File: src/rtl/tmr_pkg.sv
package tmr_pkg;
   // register word offsets
   localparam int OFS_LOAD = 0;
   localparam int OFS_CUR  = 1;
   localparam int OFS_CTRL = 2;
   localparam int OFS_ICLR = 3;
   localparam int OFS_RAW  = 4;
   localparam int OFS_MSK  = 5;
   localparam int OFS_BGLD = 6;

   // control bit positions
   localparam int CB_ONESHOT = 0;
   localparam int CB_WIDE    = 1;
   localparam int CB_DIV_LO  = 2;
   localparam int CB_IE      = 5;
   localparam int CB_PER     = 6;
   localparam int CB_EN      = 7;

   localparam int CTRL_W = 8;
   localparam logic [CTRL_W-1:0] CTRL_RST = 8'h20;
endpackage

File: src/rtl/tmr_prescale.sv
module tmr_prescale #(
   parameter int PRE_W = 8
) (
   input  logic       clk,
   input  logic       rst,
   input  logic       clr,
   input  logic       run,
   input  logic       pulse,
   input  logic [1:0] sel,
   output logic       step
);
   generate
      if (PRE_W < 8) begin : g_bad_width
         $error("tmr_prescale: PRE_W must be at least 8 for the 256 ratio");
      end
   endgenerate

   logic [PRE_W-1:0] pc_q;
   logic [PRE_W-1:0] top;

   always_comb begin
      case (sel)
         2'b01:   top = PRE_W'(15);
         2'b10:   top = PRE_W'(255);
         default: top = '0;
      endcase
   end

   assign step = run && pulse && (pc_q == top);

   always_ff @(posedge clk) begin
      if (rst || clr) begin
         pc_q <= '0;
      end else if (run && pulse) begin
         pc_q <= (pc_q == top) ? '0 : pc_q + 1'b1;
      end
   end
endmodule

File: src/rtl/tmr_count.sv
module tmr_count #(
   parameter int CNT_W    = 32,
   parameter int NARROW_W = 16
) (
   input  logic             clk,
   input  logic             rst,
   input  logic             ld_we,
   input  logic [CNT_W-1:0] ld_val,
   input  logic             step,
   input  logic             oneshot,
   input  logic             wide,
   input  logic [CNT_W-1:0] reload_src,
   output logic [CNT_W-1:0] cnt,
   output logic             expire
);
   generate
      if (NARROW_W < 1 || NARROW_W > CNT_W) begin : g_bad_width
         $error("tmr_count: NARROW_W must lie in 1..CNT_W");
      end
   endgenerate

   logic [CNT_W-1:0] q;
   logic [CNT_W-1:0] keep_mask;
   logic [CNT_W-1:0] eff;
   logic [CNT_W-1:0] src;
   logic [CNT_W-1:0] nxt;
   logic             at_one;
   logic             at_zero;

   generate
      if (NARROW_W == CNT_W) begin : g_single
         assign keep_mask = '1;
      end else begin : g_dual
         assign keep_mask = wide ? '1
                          : {{(CNT_W-NARROW_W){1'b0}}, {NARROW_W{1'b1}}};
      end
   endgenerate

   assign eff     = q & keep_mask;
   assign src     = reload_src & keep_mask;
   assign at_one  = (eff == CNT_W'(1));
   assign at_zero = (eff == '0);
   assign expire  = step && (at_one || (at_zero && !oneshot));
   assign cnt     = eff;

   always_comb begin
      if (at_one || at_zero) nxt = oneshot ? '0 : src;
      else                   nxt = eff - 1'b1;
   end

   always_ff @(posedge clk) begin
      if (rst)        q <= '0;
      else if (ld_we) q <= ld_val;
      else if (step)  q <= nxt;
   end
endmodule

File: src/rtl/tmr_core.sv
module tmr_core
   import tmr_pkg::*;
#(
   parameter int ADDR_W   = 3,
   parameter int CNT_W    = 32,
   parameter int NARROW_W = 16,
   parameter int PRE_W    = 8
) (
   input  logic              clk,
   input  logic              rst,
   input  logic              tick_in,
   input  logic              wr_en,
   input  logic              rd_en,
   input  logic [ADDR_W-1:0] addr,
   input  logic [CNT_W-1:0]  wdata,
   output logic [CNT_W-1:0]  rdata,
   output logic              irq
);
   generate
      if (ADDR_W < 3)      begin : g_bad_addr $error("tmr_core: ADDR_W below 3"); end
      if (CNT_W < CTRL_W)  begin : g_bad_cnt  $error("tmr_core: CNT_W below control width"); end
   endgenerate

   logic [CTRL_W-1:0] ctrl_q;
   logic [CNT_W-1:0]  reload_q;
   logic              raw_q;
   logic              step_w;
   logic              expire_w;
   logic [CNT_W-1:0]  cnt_w;
   logic [CNT_W-1:0]  src_w;
   logic              hit_load, hit_ctrl, hit_iclr, hit_bgld;
   logic              wide_w, one_w, en_w, free_w;

   assign hit_load = wr_en && (addr == ADDR_W'(OFS_LOAD));
   assign hit_ctrl = wr_en && (addr == ADDR_W'(OFS_CTRL));
   assign hit_iclr = wr_en && (addr == ADDR_W'(OFS_ICLR));
   assign hit_bgld = wr_en && (addr == ADDR_W'(OFS_BGLD));

   assign wide_w = ctrl_q[CB_WIDE];
   assign one_w  = ctrl_q[CB_ONESHOT];
   assign en_w   = ctrl_q[CB_EN];
   assign free_w = !ctrl_q[CB_PER] && !ctrl_q[CB_ONESHOT];
   assign src_w  = free_w ? '1 : reload_q;

   always_ff @(posedge clk) begin
      if (rst) begin
         ctrl_q   <= CTRL_RST;
         reload_q <= '0;
         raw_q    <= 1'b0;
      end else begin
         if (hit_ctrl)             ctrl_q   <= wdata[CTRL_W-1:0];
         if (hit_load || hit_bgld) reload_q <= wdata;
         if (expire_w)             raw_q    <= 1'b1;
         else if (hit_iclr)        raw_q    <= 1'b0;
      end
   end

   tmr_prescale #(.PRE_W(PRE_W)) u_pre (
      .clk   (clk),
      .rst   (rst),
      .clr   (hit_ctrl),
      .run   (en_w),
      .pulse (tick_in),
      .sel   (ctrl_q[CB_DIV_LO+1:CB_DIV_LO]),
      .step  (step_w)
   );

   tmr_count #(.CNT_W(CNT_W), .NARROW_W(NARROW_W)) u_cnt (
      .clk        (clk),
      .rst        (rst),
      .ld_we      (hit_load),
      .ld_val     (wdata),
      .step       (step_w),
      .oneshot    (one_w),
      .wide       (wide_w),
      .reload_src (src_w),
      .cnt        (cnt_w),
      .expire     (expire_w)
   );

   assign irq = raw_q && ctrl_q[CB_IE];

   always_comb begin
      rdata = '0;
      if (rd_en) begin
         case (addr)
            ADDR_W'(OFS_LOAD), ADDR_W'(OFS_BGLD): rdata = reload_q;
            ADDR_W'(OFS_CUR):  rdata = cnt_w;
            ADDR_W'(OFS_CTRL): rdata = CNT_W'(ctrl_q);
            ADDR_W'(OFS_RAW):  rdata = CNT_W'(raw_q);
            ADDR_W'(OFS_MSK):  rdata = CNT_W'(irq);
            default:           rdata = '0;
         endcase
      end
   end
endmodule

File: config.mk
export PLATFORM = sky130hd
export DESIGN_NAME = tmr_core
export DESIGN_NICKNAME = d
export VERILOG_FILES = /design/src/rtl/tmr_pkg.sv /design/src/rtl/tmr_prescale.sv /design/src/rtl/tmr_count.sv /design/src/rtl/tmr_core.sv
export SDC_FILE = /design/constraint.sdc
export NUM_CORES = 1
export LEC_CHECK = 0
export BUFFER_PORTS_ARGS = -buffer_cell sky130_fd_sc_hd__buf_2
export CORE_MARGIN = 2
export CORE_UTILIZATION = 50
export CTS_BUF_LIST = sky130_fd_sc_hd__clkbuf_8
export DETAILED_ROUTE_END_ITERATION = 10
export GPL_TIMING_DRIVEN = 0
export PLACE_DENSITY = 0.81
export SETUP_SLACK_MARGIN = 0.02
export SYNTH_ARGS = -nofsm -noshare
export SYNTH_HDL_FRONTEND = slang
export SYNTH_HIERARCHICAL = 1
export SYNTH_SLANG_ARGS = --single-unit
File: constraint.sdc
create_clock -name clk -period 3.6 [get_ports clk]
set_input_delay 0.54 -clock clk [delete_from_list [all_inputs] [get_ports clk]]
set_output_delay 0.54 -clock clk [all_outputs]
set_load 0.1 [all_outputs]
==> flow_metrics.py <==
metrics = {
    "outcome": {
        "status": "complete, no violations",
    },
    "pwr": {
        "switching_share_pct": 34.9,
        "ir_drop_mv": 0.179,
        "combinationalPowerShare_pct": 29.7,
        "p_sw_w": 0.000817,
        "p_clk_share_pct": 29.4,
        "p_int_w": 0.00153,
        "power_w": 0.00234,
        "seqPwrFrac_pct": 40.9,
        "powerDensity_mw_per_mm2": 363,
        "total_leakage_power_nw": 2.48,
    },
    "grt": {
        "grt_pass1_vias": 5540,
        "grt_remaining_overflow": 0,
        "antenna_found_initial": 0,
        "grt_pass1_wl_um": 28600,
        "grt_usage_pct": 28.8,
        "grt_max_degree": 14,
    },
    "clocking": {
        "clk_pin_slew_ns": 0.09,
        "clock_sinks": 81,
        "cts_hold_buf": 0,
        "cts_root_buffer": "clkbuf_8",
        "clockBufferDepth": 2,
        "insertion_delay_ns": 0.37,
        "cts_max_level": 3,
        "cts_tree": "done",
        "post-cts-setup-buffers": 0,
        "cts_resized": 0,
        "cts_made_buffers": 9,
    },
    "worst_setup_path": {
        "end_kind": "flop",
        "critPathBufInv": 2,
        "cp.required_ns": 3.89,
        "critPathTopFamily": "simple AND/OR/NAND/NOR gates",
        "max_stage_delay_ns": 0.59,
        "worstPathCellList": "inv_1, ha_1, or3_4, a22oi_4, clkbuf_1, nand2_1, nor2_1, nand2_1, o221ai_1",
        "crit_top_cell": "nand2_1",
        "critPathMaxFanout": 9,
        "critPathKind": "flop to flop",
        "critPathSlowestCell": "nor2_1",
        "start_kind": "flop",
        "critPathArrivalTime_ns": 3.53,
    },
    "logic_synthesis": {
        "synth_ff_type": "dfxtp_1",
        "yosysTopAreaCell": "dfxtp_1",
        "ys_types": 76,
        "yosysMostFrequentCell": "nand2_1",
        "avgSynthCellArea_um2": 7.72,
        "syn_nets": 786,
        "netlist_area_mm2": 0.00573,
        "synth_edf_count": 0,
        "ys_ff_latch": 81,
        "synth_common_cells": "nand2_1 (101), dfxtp_1 (81), a21oi_1 (69), nor2_1 (45), or2_2 (35)",
        "synth_cells": 742,
        "synth_top_area_share_pct": 28.3,
        "synth.area.top_cells": "dfxtp_1 (28%), nand2_1 (6.6%), a21oi_1 (6.0%), a22oi_2 (4.1%), or2_2 (3.8%)",
        "ys_async_sr_fraction_pct": 0,
        "synth_warnings": 6,
        "yosysSeqAreaShare_pct": 28.3,
    },
    "sta": {
        "slew_viol_final": 0,
        "final_hold_viol_count": 0,
        "max_freq_mhz": 308,
        "max_slew_margin_pct": 46.7,
        "finalSetupViolations": 0,
        "rsz0062_at_grt": "no",
        "fin_crit_ns": 3.24,
        "finalCritPeriodShare_pct": 90.1,
        "worst_pin_slew_ns": 0.800,
        "fin_tns_setup_ns": 0,
        "finClkSkew_ns": 0.00986,
    },
    "floorplan": {
        "core_region_area_mm2": 0.0113,
        "die_x_um": 111,
        "placementRows": 39,
        "top_level_ports": 73,
        "die_h_um": 111,
        "start_util_pct": 50.6,
        "dieArea_mm2": 0.0123,
    },
    "finish": {
        "antenna_cells": 0,
        "area_growth_pct": 12.7,
        "nets": 868,
        "layout-drive-gt1-share_pct": 28.7,
    },
    "placed_design": {
        "gp_congestion": 0.980,
        "portBuffers": 71,
        "dp_hpwl_um": 12800,
    },
    "routing": {
        "drt-initial-drc-count": 697,
        "viasPerCell": 6.05,
        "drc": 0,
        "dr.pass1.iters": 6,
        "final_antenna_net_count": 0,
        "routed-via-count": 5882,
        "wl_per_cell_um": 18.3,
        "drt_wl_total_um": 17800,
    },
    "job": {
        "maxCapViolations": 0,
    },
    "min_path": {
        "min_path_type": "input pin to flop",
    },
}
## flip-flops by register name (all words and copies together) (netlist names)
register    count
u_cnt/q        32
u_pre/pc_q      8
reload_q       32
raw_q           1
ctrl_q          8
## metrics by stage
| stage | instance area, um^2 | cells | hold WS, ns | util, % | setup WS [ns] |
|---|---|---|---|---|---|
| 2_1_floorplan | 5730 | 742 | 0.437 | - | 0.462 |
| 3_3_place_gp | 6270 | 956 | 0.447 | 55.3 | 0.420 |
| 3_5_place_dp | 6270 | 956 | 0.457 | 55.3 | 0.469 |
| 4_1_cts | 6460 | 972 | 0.399 | 57.1 | 0.441 |
| 5_1_grt | 6460 | 972 | 0.400 | 57.1 | 0.213 |
| 6_report | 6460 | 972 | 0.408 | 57.1 | 0.357 |
## worst register-to-register path: cells and delay by family, from the launching register on
family / cells / cell delay (ns)
adders and majority gates: 1 / 0.31
buffers and inverters: 2 / 0.51
and+or+nand+nor: 4 / 1.42
DFF: 1 / 0.37
AOI/OAI and AO/OA: 2 / 0.56
## path summary, 6_finish.rpt
check / slack, ns / to / depth (start not counted) / from
hold / removal: 0.41 / reload_q[26] / 3 / wdata[26]
setup reg to reg: 0.36 / u_cnt/q[29] / 9 / ctrl_q[2]
hold reg to reg: 0.47 / ctrl_q[4] / 2 / ctrl_q[4]
setup / recovery: 0.36 / u_cnt/q[29] / 9 / ctrl_q[2]
## layer usage
metal / up-vias / GRT usage [%] / part of all wire (%)
met4: 0 / 13.8 / 3.3
met1: 2701 / 39.0 / 41
met5: - / 0 / 0
met3: 61 / 4.81 / 9.7
met2: 340 / 44.9 / 46
li1: 2780 / - / -
## cell families (layout without fill, tap and decap cells)
family	Yosys count	in the layout	synth area share, %
simple gates	334	334	32.1
compound gates	196	196	24.3
buf+inv	94	181	9.15
flops	81	81	28.3
xor+xnor	31	31	4.87
fa+ha+maj	4	4	0.873
mux	2	2	0.349
## cell usage in the layout (no fill, tap or decap), types with 5 or more instances in the layout
cell type and count:
nor3_1 22, nand2_1 101, buf_4 20, and2_1 10, nand3_1 7, nor3b_1 21
nor4_1 7, a22oi_1 11, buf_6 7, clkbuf_1 34, or4_1 6, o21ai_1 5
o22ai_1 11, a311oi_1 6, a22oi_2 19, o21ai_0 21, dfxtp_1 81, nor3_2 9
a2bb2oi_1 7, a21oi_1 69, nor2_1 45, clkbuf_8 10, nand4_1 5, xnor2_1 21
nor2_2 20, a31oi_1 13, and3_1 5, or3_1 11, buf_2 84, inv_1 15
or2_2 35, xor2_1 9, a21oi_2 5
## cell type report
type | count | area (um^2)
Clock inverter | 6 | 58.8
Sequential cell | 81 | 1620
Timing Repair Buffer | 71 | 355
Clock buffer | 10 | 138
Multi-Input combinational cell | 567 | 3590
Buffer | 78 | 464
Tap cell | 143 | 179
Inverter | 16 | 60.1
Fill cell | 1076 | 4860
## power groups by stage
stage                     sequential, W  clock (W)  combinational (W)
after floorplan                0.000967          0           0.000505
after global placement         0.000977          0           0.000663
after CTS                      0.000956   0.000700           0.000674
final                          0.000958   0.000690           0.000695
after global routing           0.000962   0.000742           0.000743
after detailed placement       0.000977          0           0.000671
(Power assumes the default switching activity.)
